`src/rtl/cmdp_pkg.sv`:
```
package cmdp_pkg;
    localparam int WORD_W = 32;
    localparam int CNT_W  = 16;
    localparam int TGT_W  = 18;
    localparam int NPAR   = 4;
    localparam logic [15:0] PAR_LUT = 16'h9669;

    typedef enum logic [2:0] {
        K_REG0 = 3'd0,
        K_NOP  = 3'd2,
        K_OP3  = 3'd3,
        K_REG4 = 3'd4,
        K_OP7  = 3'd7
    } kind_e;

    typedef enum logic [1:0] {
        S_HDR  = 2'd0,
        S_PAY  = 2'd1,
        S_DROP = 2'd2
    } st_e;

    typedef struct packed {
        kind_e              kind;
        logic [CNT_W-1:0]   count;
        logic [TGT_W-1:0]   target;
        logic               is_reg;
        logic               bad;
        logic               par_bad;
    } hdr_info_t;
endpackage

```
`src/rtl/cmdp_parity.sv`:
```
module cmdp_parity #(
    parameter int W = 32
) (
    input  logic [W-1:0] val,
    output logic         par
);
    import cmdp_pkg::*;
    localparam int NIB = (W + 3) / 4;

    logic [4*NIB-1:0] padded;
    logic [3:0]       fold;

    assign padded = (4*NIB)'(val);

    always_comb begin
        fold = 4'h0;
        for (int i = 0; i < NIB; i++) begin
            fold = fold ^ padded[4*i +: 4];
        end
    end

    assign par = PAR_LUT[fold];
endmodule

```
`src/rtl/cmdp_hdr_decode.sv`:
```
module cmdp_hdr_decode
    import cmdp_pkg::*;
(
    input  logic [WORD_W-1:0] word,
    output hdr_info_t         info
);
    // checked fields: 0 = kind4 length, 1 = kind4 index, 2 = kind7 length, 3 = kind7 opcode
    logic [WORD_W-1:0] fval [NPAR];
    logic [NPAR-1:0]   pcalc;

    assign fval[0] = WORD_W'(word[6:0]);
    assign fval[1] = WORD_W'(word[25:8]);
    assign fval[2] = WORD_W'(word[14:0]);
    assign fval[3] = WORD_W'(word[22:16]);

    generate
        for (genvar g = 0; g < NPAR; g++) begin : g_par
            cmdp_parity #(.W(WORD_W)) u_par (
                .val (fval[g]),
                .par (pcalc[g])
            );
        end
    endgenerate

    always_comb begin
        info         = '0;
        info.kind    = K_REG0;
        case (word[31:28])
            4'h0: begin
                info.kind   = K_REG0;
                info.count  = CNT_W'(word[27:16]) + CNT_W'(1);
                info.target = TGT_W'(word[14:0]);
                info.is_reg = 1'b1;
            end
            4'h8: begin
                info.kind   = K_NOP;
            end
            4'hC: begin
                info.kind   = K_OP3;
                info.count  = CNT_W'(word[27:16]) + CNT_W'(1);
                info.target = TGT_W'(word[15:8]);
            end
            4'h4: begin
                info.kind    = K_REG4;
                info.count   = CNT_W'(word[6:0]);
                info.target  = TGT_W'(word[25:8]);
                info.is_reg  = 1'b1;
                info.par_bad = (pcalc[0] != word[7]) || (pcalc[1] != word[27]);
            end
            4'h7: begin
                info.kind    = K_OP7;
                info.count   = CNT_W'(word[14:0]);
                info.target  = TGT_W'(word[22:16]);
                info.par_bad = (pcalc[2] != word[15]) || (pcalc[3] != word[23]);
            end
            default: begin
                info.bad = 1'b1;
            end
        endcase
    end
endmodule

```
`src/rtl/cmd_hdr_parser.sv`:
```
module cmd_hdr_parser
    import cmdp_pkg::*;
(
    input  logic              clk,
    input  logic              rst_n,
    input  logic              in_valid,
    input  logic [WORD_W-1:0] in_data,
    output logic              in_ready,
    output logic              out_valid,
    output logic [WORD_W-1:0] out_data,
    output logic [2:0]        out_kind,
    output logic [TGT_W-1:0]  out_target,
    output logic              out_is_reg,
    output logic              out_last,
    input  logic              out_ready,
    output logic              err_bad_hdr,
    output logic              err_parity
);
    typedef struct packed {
        st_e              st;
        logic [CNT_W-1:0] left;
        logic [TGT_W-1:0] tgt;
        kind_e            kind;
        logic             is_reg;
        logic             par_err;
        logic             bad_p;
    } regs_t;

    localparam regs_t RST = '{st: S_HDR, left: '0, tgt: '0, kind: K_REG0,
                              is_reg: 1'b0, par_err: 1'b0, bad_p: 1'b0};

    regs_t     d, q;
    hdr_info_t info;
    logic      rdy_c, vld_c;

    cmdp_hdr_decode u_dec (
        .word (in_data),
        .info (info)
    );

    always_comb begin
        d       = q;
        d.bad_p = 1'b0;
        rdy_c   = 1'b1;
        vld_c   = 1'b0;
        case (q.st)
            S_HDR: begin
                if (in_valid) begin
                    if (info.bad) begin
                        d.bad_p = 1'b1;
                    end else if (info.par_bad) begin
                        d.par_err = 1'b1;
                        if (info.count != '0) begin
                            d.st   = S_DROP;
                            d.left = info.count;
                        end
                    end else if (info.count != '0) begin
                        d.st     = S_PAY;
                        d.left   = info.count;
                        d.tgt    = info.target;
                        d.kind   = info.kind;
                        d.is_reg = info.is_reg;
                    end
                end
            end
            S_PAY: begin
                rdy_c = out_ready;
                vld_c = in_valid;
                if (in_valid && out_ready) begin
                    d.left = q.left - CNT_W'(1);
                    if (q.is_reg) d.tgt = q.tgt + TGT_W'(1);
                    if (q.left == CNT_W'(1)) d.st = S_HDR;
                end
            end
            S_DROP: begin
                if (in_valid) begin
                    d.left = q.left - CNT_W'(1);
                    if (q.left == CNT_W'(1)) d.st = S_HDR;
                end
            end
            default: begin
                d.st = S_HDR;
            end
        endcase
    end

    always_ff @(posedge clk or negedge rst_n) begin
        if (!rst_n) q <= RST;
        else        q <= d;
    end

    assign in_ready    = rdy_c;
    assign out_valid   = vld_c;
    assign out_data    = in_data;
    assign out_kind    = q.kind;
    assign out_target  = q.tgt;
    assign out_is_reg  = q.is_reg;
    assign out_last    = (q.st == S_PAY) && (q.left == CNT_W'(1));
    assign err_bad_hdr = q.bad_p;
    assign err_parity  = q.par_err;
endmodule

```
`config.mk`:
```
export PLATFORM = sky130hd
export DESIGN_NAME = cmd_hdr_parser
export DESIGN_NICKNAME = d
export VERILOG_FILES = /design/src/rtl/cmdp_pkg.sv /design/src/rtl/cmdp_parity.sv /design/src/rtl/cmdp_hdr_decode.sv /design/src/rtl/cmd_hdr_parser.sv
export SDC_FILE = /design/constraint.sdc
export NUM_CORES = 1
export LEC_CHECK = 0
export ABC_AREA = 1
export ABC_CLOCK_PERIOD_IN_PS = 6300
export BUFFER_PORTS_ARGS = -buffer_cell sky130_fd_sc_hd__buf_2
export CORE_ASPECT_RATIO = 0.75
export CORE_MARGIN = 2
export CORE_UTILIZATION = 30
export CTS_BUF_LIST = sky130_fd_sc_hd__clkbuf_8
export CTS_CLUSTER_SIZE = 16
export DETAILED_ROUTE_END_ITERATION = 6
export PLACE_DENSITY = 0.61
export SLEW_MARGIN = 20
export SYNTH_ARGS = -nofsm -noshare
export SYNTH_HDL_FRONTEND = slang
export SYNTH_SLANG_ARGS = --single-unit
```
`constraint.sdc`:
```
create_clock -name clk -period 6.3 [get_ports clk]
set_clock_uncertainty 0.2 [all_clocks]
set_input_delay 1.575 -clock clk [delete_from_list [all_inputs] [get_ports clk]]
set_output_delay 1.575 -clock clk [all_outputs]
set_load 0.01 [all_outputs]
```
After elaboration in Yosys (flattened, before gate mapping)
Memory sizes are Yosys's and may differ from the RTL's.
Index checks and enable logic that the tools add are counted.
- bits in registers: 42
- latch bits: 0
- memory bits (writable): 0
- memory bits (read-only): 64
- input port bits: 36
- output and inout bits: 59
- word-level logic and storage cells: 88
- memories: 4
- memory list (name ; depth ; width ; rd ports ; clocked after Yosys merged registers in ; write ports ; line ; source):
    (no name shown) ; 16 ; 1 ; 1 ; 0 ; 0 ; cmdp_parity.sv:22 ; assign par = PAR_LUT[fold];
    (no name shown) ; 16 ; 1 ; 1 ; 0 ; 0 ; cmdp_parity.sv:22 ;
    (no name shown) ; 16 ; 1 ; 1 ; 0 ; 0 ; cmdp_parity.sv:22 ;
    (no name shown) ; 16 ; 1 ; 1 ; 0 ; 0 ; cmdp_parity.sv:22 ;
- $add $sub $neg: 3
- $mul: 0
- divide/modulo/power cells: 0
- magnitude comparators: 4
- eq/ne operators: 18
- shift operators: 0
- muxes and demuxes: 26
- bitwise logic cells: 10
- reductions and logical operators: 16
- operator list (operator ; count):
    $pmux 34 s4 ; 1
    $mux 18 ; 4
    $pmux 16 s3 ; 1
    $mux 42 ; 1
    $mux 41 ; 1
    $mux 40 ; 1
    $mux 36 ; 1
    $pmux 18 s2 ; 1
    $mux 22 ; 1
    $lt 4x5->1 const B ; 4
    $xor 4x4->4 ; 5
    $add 18x1->18 const B ; 1
    $eq 16x1->1 const B ; 1
    $reduce_bool 16->1 ; 1
    $sub 16x1->16 const B ; 1
    $ne 2x2->1 const B ; 7
    $add 12x1->13 const B ; 1
    $pmux 3 s4 ; 1
    $xor 4x3->4 ; 3
    $mux 1 ; 10
    $reduce_and 5->1 ; 2
    $eq 4x3->1 const B ; 2
    $eq 4x4->1 const B ; 2
    $reduce_and 7->1 ; 1
    18 further kinds ; 23

Depth between registers and ports, before layout
- word-level depth: 13
- gate-level depth with buffers: 21
- gate-level depth less buffers: 20

Cells and area by module
Synthesis repeated with hierarchy kept, for this count alone.
- cells, all modules: 1177
- area total of the unflattened synthesis: 6421.2 um2
- modules (own cells, without submodules) (module ; instances ; cells an instance ; area an instance (um2) ; sequential area each (um2)):
    cmd_hdr_parser ; 1 ; 563 ; 3542.1 ; 1051.0
    cmdp_parity ; 4 ; 113 ; 499.2 ; 0.0
    cmdp_hdr_decode ; 1 ; 162 ; 882.1 ; 0.0

Worst setup path after synthesis
OpenSTA, ideal clock, no wires.
- kind: in2out
- from: input port in_valid
- to: output port out_valid
- arrival time: 1.697 ns
- data required time: 4.525 ns
- slack: 2.828 ns
- cell stages on the path: 2
- path buffers: 0
- cells stage by stage: nand2_1 inv_1
- cells in the longest elaborated chain, start to end: 1
- ends and longest elaborated chain (element ; line ; source):
    start, declared ; cmd_hdr_parser.sv:6 ; input logic in_valid,
    $mux 1 ; cmd_hdr_parser.sv:46 ; case (q.st)
    end, declared ; cmd_hdr_parser.sv:9 ; output logic out_valid,
No other way between the ends.

Final worst setup path
- from: input port in_data[31]
- to: register q[38] (netlist name)
- cells in the longest elaborated chain, start to end: 7
- elaborated cells on any way between the ends: 18
- classes of those cells: eq/ne (6); mux (8); reduce/logical (4)
- ends and longest elaborated chain (element ; line ; source):
    start, declared ; cmd_hdr_parser.sv:7 ; input logic [WORD_W-1:0] in_data,
    $eq 4x3->1, or another cell as far along ; cmdp_hdr_decode.sv:28 ; case (word[31:28])
    $pmux 34 s4 ; cmdp_hdr_decode.sv:28 ;
    $mux 40 / $mux 18 (equally long branches) ; cmd_hdr_parser.sv:57, cmd_hdr_parser.sv:53 ;
    $mux 18 ; cmd_hdr_parser.sv:51 ; end else if (info.par_bad) begin
    $mux 41 ; cmd_hdr_parser.sv:49 ; if (info.bad) begin
    $mux 42 ; cmd_hdr_parser.sv:48 ; if (in_valid) begin
    $pmux 16 s3 ; cmd_hdr_parser.sv:46 ;
    end signal, assigned ; cmd_hdr_parser.sv:88 ; if (!rst_n) q <= RST;
    end signal, assigned ; cmd_hdr_parser.sv:89 ; else q <= d;
    end, declared ; cmd_hdr_parser.sv:32 ; regs_t d, q;
Several ways; a longest one is shown, not always the timed one. The select of a mux whose other input is x is not followed.
A chain may end at the register's enable or synchronous reset.

==> impl_metrics.sql <==
INSERT INTO impl_metrics (metric_group, metric, value, unit) VALUES
('worst_setup_path', 'critical_path_data_arrival_time', '4.21', 'ns'),
('logic_synthesis', 'post_synth_inst_count', '729', ''),
('worst_setup_path', 'cp_top_family', 'simple AND/OR/NAND/NOR gates', ''),
('min_path', 'min_to', 'out_kind[1]', ''),
('logic_synthesis', 'synth_sequential_area_ratio', '23.35', '%'),
('timing', 'timing.final.crit_period', '4.184', 'ns'),
('worst_setup_path', 'worstPathCellList', 'buf_2, inv_1, nand4_1, nand2_2, nand2_1, nand2_1, nor2_1, nand3_1, nor3_2, nand2_2, nand2_4, nand2_4, nand2_1, nor2_2, nand2_1, o21ai_1', ''),
('logic_synthesis', 'yosys-top-cells-count', 'sky130_fd_sc_hd__nand2_1, sky130_fd_sc_hd__inv_1, sky130_fd_sc_hd__buf_4', ''),
('logic_synthesis', 'synth.top_cell.area_share', '23.35', '%'),
('timing', 'timing.final.max_slew_violations', '0', ''),
('floorplanning', 'die_x', '145.4', 'um'),
('timing', 'post-route-worst-setup-slack', '2.117', 'ns'),
('timing', 'timing_hold_violations_final', '0', ''),
('detailed_routing', 'detail_route.wl_per_cell', '13.53', 'um'),
('status', 'run_status', 'complete, no violations', ''),
('logic_synthesis', 'ys_async_sr_fraction', '100.0', '%'),
('min_path', 'hold-path-cell-count', '2', ''),
('timing', 'worstMarginPinSlew', '0.7869', 'ns'),
('clocking', 'clk_latency', '0.30', 'ns'),
('run', 'maxCapViolCount', '0', ''),
('clocking', 'cts_tree', 'yes', ''),
('logic_synthesis', 'synth_top_cells_by_area', 'sky130_fd_sc_hd__dfrtp_1, sky130_fd_sc_hd__nand2_1, sky130_fd_sc_hd__buf_4', ''),
('layout', 'fillerInstances', '1619', ''),
('logic_synthesis', 'synth_cell_type_count', '40', ''),
('timing', 'setup_viol', '0', ''),
('logic_synthesis', 'synthesis.area', '4501', 'sq um'),
('worst_setup_path', 'crit_required', '6.32', 'ns'),
('detailed_routing', 'dr.pass1.iters', '5', ''),
('worst_setup_path', 'cp.buffers_inverters', '2', ''),
('logic_synthesis', 'mappedNetlistNets', '773', ''),
('logic_synthesis', 'synth_enable_flop_cells', '0', ''),
('worst_setup_path', 'path_class', 'primary input to flop', ''),
('layout', 'fin_nets', '808', ''),
('clocking', 'cts.sink_count', '42', ''),
('clocking', 'post-cts-setup-buffers', '0', ''),
('grt', 'grt_pass1_wl', '20.97', 'mm'),
('worst_setup_path', 'reg2reg_capture_point', 'out_target[4]', ''),
('power', 'powerDensity', '316.9', 'nW/um^2'),
('logic_synthesis', 'synth_top_area_cell', 'sky130_fd_sc_hd__dfrtp_1', ''),
('logic_synthesis', 'ys_warn_count', '0', ''),
('grt', 'grt.total_usage', '16.40', '%'),
('layout', 'final_layout_size_suffix_gt1_share', '16.23', '%'),
('clocking', 'cts_made_buffers', '5', ''),
('grt', 'grt_antenna_before_repair', '0', ''),
('floorplanning', 'floorplan.initialDensity', '30.93', '%'),
('detailed_routing', 'drtAntennaViolNets', '0', ''),
('clocking', 'cts.clk_slew.worst_paths', '0.08', 'ns'),
('min_path', 'min-delay-start', 'out_kind[1]', ''),
('timing', 'achievable-frequency', '239.0', 'MHz'),
('floorplanning', 'row_count', '38', ''),
('grt', 'top_usage_layer', 'met2', ''),
('clocking', 'root_buffer', 'sky130_fd_sc_hd__clkbuf_8', ''),
('floorplanning', 'dieArea', '16010', 'sq um'),
('timing', 'grt_setup_unrepaired', 'no', ''),
('timing', 'min_period_over_period', '66.40', '%'),
('layout', 'post-route-util', '33.01', '%'),
('layout', 'diodes', '0', ''),
('worst_setup_path', 'cp_slowest_stage_delay', '0.60', 'ns'),
('worst_setup_path', 'worstSetupStartpointType', 'primary input', ''),
('clocking', 'cts.path.max_buffers', '2', ''),
('detailed_routing', 'drc', '0', ''),
('timing', 'setup_tns', '0', 'ns'),
('clocking', 'htree_levels', '2', ''),
('detailed_routing', 'routed_wl', '13.04', 'mm'),
('place', 'number_of_buffer_cells_added_on_primary_ports', '94', ''),
('worst_setup_path', 'setup.worst_path.end_class', 'flop', ''),
('place', 'gp_routability_congestion', '0.9320', ''),
('grt', 'globalRoute.totalOverflow', '0', ''),
('worst_setup_path', 'critical-path-top-cell-by-count', 'sky130_fd_sc_hd__nand2_1', ''),
('grt', 'gr_layer_usage_met1', '23.19', '%'),
('clocking', 'post_cts.resized_instances', '0', '');
-- routing by layer --
| metal | part of all wire (%) | wire (um) |
|---|---|---|
| met1 | 50 | 6549 |
| met4 | 1.4 | 180 |
| met5 | 0 | 0 |
| met3 | 6.6 | 864 |
| met2 | 42 | 5446 |
-- power by group --
group	internal, W	total, W	switching, W
clock network	0.0000734	0.000171	0.0000975
registers	0.000372	0.000482	0.000110
logic	0.000304	0.000869	0.000566
-- cell type report --
| class | instances | area, sq um | area share (%) |
|---|---|---|---|
| Clock buffer | 5 | 68.82 | 1.433 |
| Clock inverter | 2 | 7.507 | 0.1563 |
| Inverter | 81 | 309.0 | 6.436 |
| Multi-Input combinational cell | 540 | 2643 | 55.03 |
| Sequential cell | 42 | 1051 | 21.89 |
| Tap cell | 200 | 250.2 | 5.211 |
| Timing Repair Buffer | 94 | 473.0 | 9.849 |
-- through the flow --
stage	hold slack, ns	power (W)	instances	instance area [sq um]
CTS	0.2780	0.001530	964	4800
global placement	0.2549	0.001354	957	4723
finish	0.2728	0.001522	964	4802
global route	0.3031	0.001686	964	4802
floorplan	0.2431	0.001207	729	4501
detailed placement	0.2584	0.001351	957	4723
-- worst register-to-register path: stages (launching register included) --
cell and delay (ns):
sky130_fd_sc_hd__dfrtp_1 0.40, sky130_fd_sc_hd__inv_1 0.08, sky130_fd_sc_hd__ha_1 0.38, sky130_fd_sc_hd__inv_1 0.48, sky130_fd_sc_hd__o21ai_2 0.24, sky130_fd_sc_hd__nor3_1 0.56
sky130_fd_sc_hd__nand3_1 0.19, sky130_fd_sc_hd__o21ai_0 0.19, sky130_fd_sc_hd__nand2_1 0.07, sky130_fd_sc_hd__o21ai_0 0.09
-- cells by family (layout without fill, tap and decap cells) --
kind of cell	after synthesis	count (layout)	synth area share [%]
simple gates	420	420	40.01
compound gates	83	83	10.84
buf+inv	147	182	17.93
flops	42	42	23.35
fa+ha+maj	8	8	2.224
xor+xnor	29	29	5.644
-- how the worst max path moves through the flow --
stage          cells past startpoint        start  slack (ns)   endpoint
2_1_floorplan                      2     in_valid        2.83  out_valid
5_1_grt                           16  in_data[31]        1.90      q[25]
3_5_place_dp                      16  in_data[31]        1.86      q[24]
3_3_place_gp                      16  in_data[31]        1.95      q[38]
4_1_cts                           16  in_data[31]        2.14      q[38]
6_report                          16  in_data[31]        2.12      q[38]
-- cells in the final DEF, fill, tap and decap left out --
cell	synthesis	layout
sky130_fd_sc_hd__a22oi_1	2	2
sky130_fd_sc_hd__o221ai_1	3	3
sky130_fd_sc_hd__nand4_1	6	6
sky130_fd_sc_hd__a21oi_1	17	17
sky130_fd_sc_hd__or2_1	1	1
sky130_fd_sc_hd__inv_1	80	82
sky130_fd_sc_hd__o21bai_1	2	2
sky130_fd_sc_hd__o32ai_1	7	7
sky130_fd_sc_hd__nor2_1	56	56
sky130_fd_sc_hd__nor3_2	1	1
sky130_fd_sc_hd__nand3_1	46	46
sky130_fd_sc_hd__nor2_2	1	1
sky130_fd_sc_hd__ha_1	8	8
sky130_fd_sc_hd__nand2_4	4	4
sky130_fd_sc_hd__dfrtp_1	42	42
sky130_fd_sc_hd__nor4_1	2	2
sky130_fd_sc_hd__buf_2	2	93
sky130_fd_sc_hd__inv_6	1	1
sky130_fd_sc_hd__o22a_1	1	1
sky130_fd_sc_hd__xnor2_1	9	9
sky130_fd_sc_hd__o21ai_0	26	26
sky130_fd_sc_hd__nand3_4	2	2
sky130_fd_sc_hd__o21ai_1	13	13
sky130_fd_sc_hd__nand2_2	7	7
sky130_fd_sc_hd__nand3_2	1	1
sky130_fd_sc_hd__o22ai_1	9	9
sky130_fd_sc_hd__xor2_1	20	20
sky130_fd_sc_hd__nor3_1	8	8
sky130_fd_sc_hd__a21o_1	1	1
sky130_fd_sc_hd__nand3b_2	1	1
sky130_fd_sc_hd__or2_2	1	1
sky130_fd_sc_hd__o21ai_2	2	2
sky130_fd_sc_hd__nor2_4	4	4
sky130_fd_sc_hd__clkbuf_8	0	5
sky130_fd_sc_hd__nand2_1	278	278
sky130_fd_sc_hd__nand3b_1	1	1
sky130_fd_sc_hd__buf_4	57	1
Power figures use the tool's default switching activity.
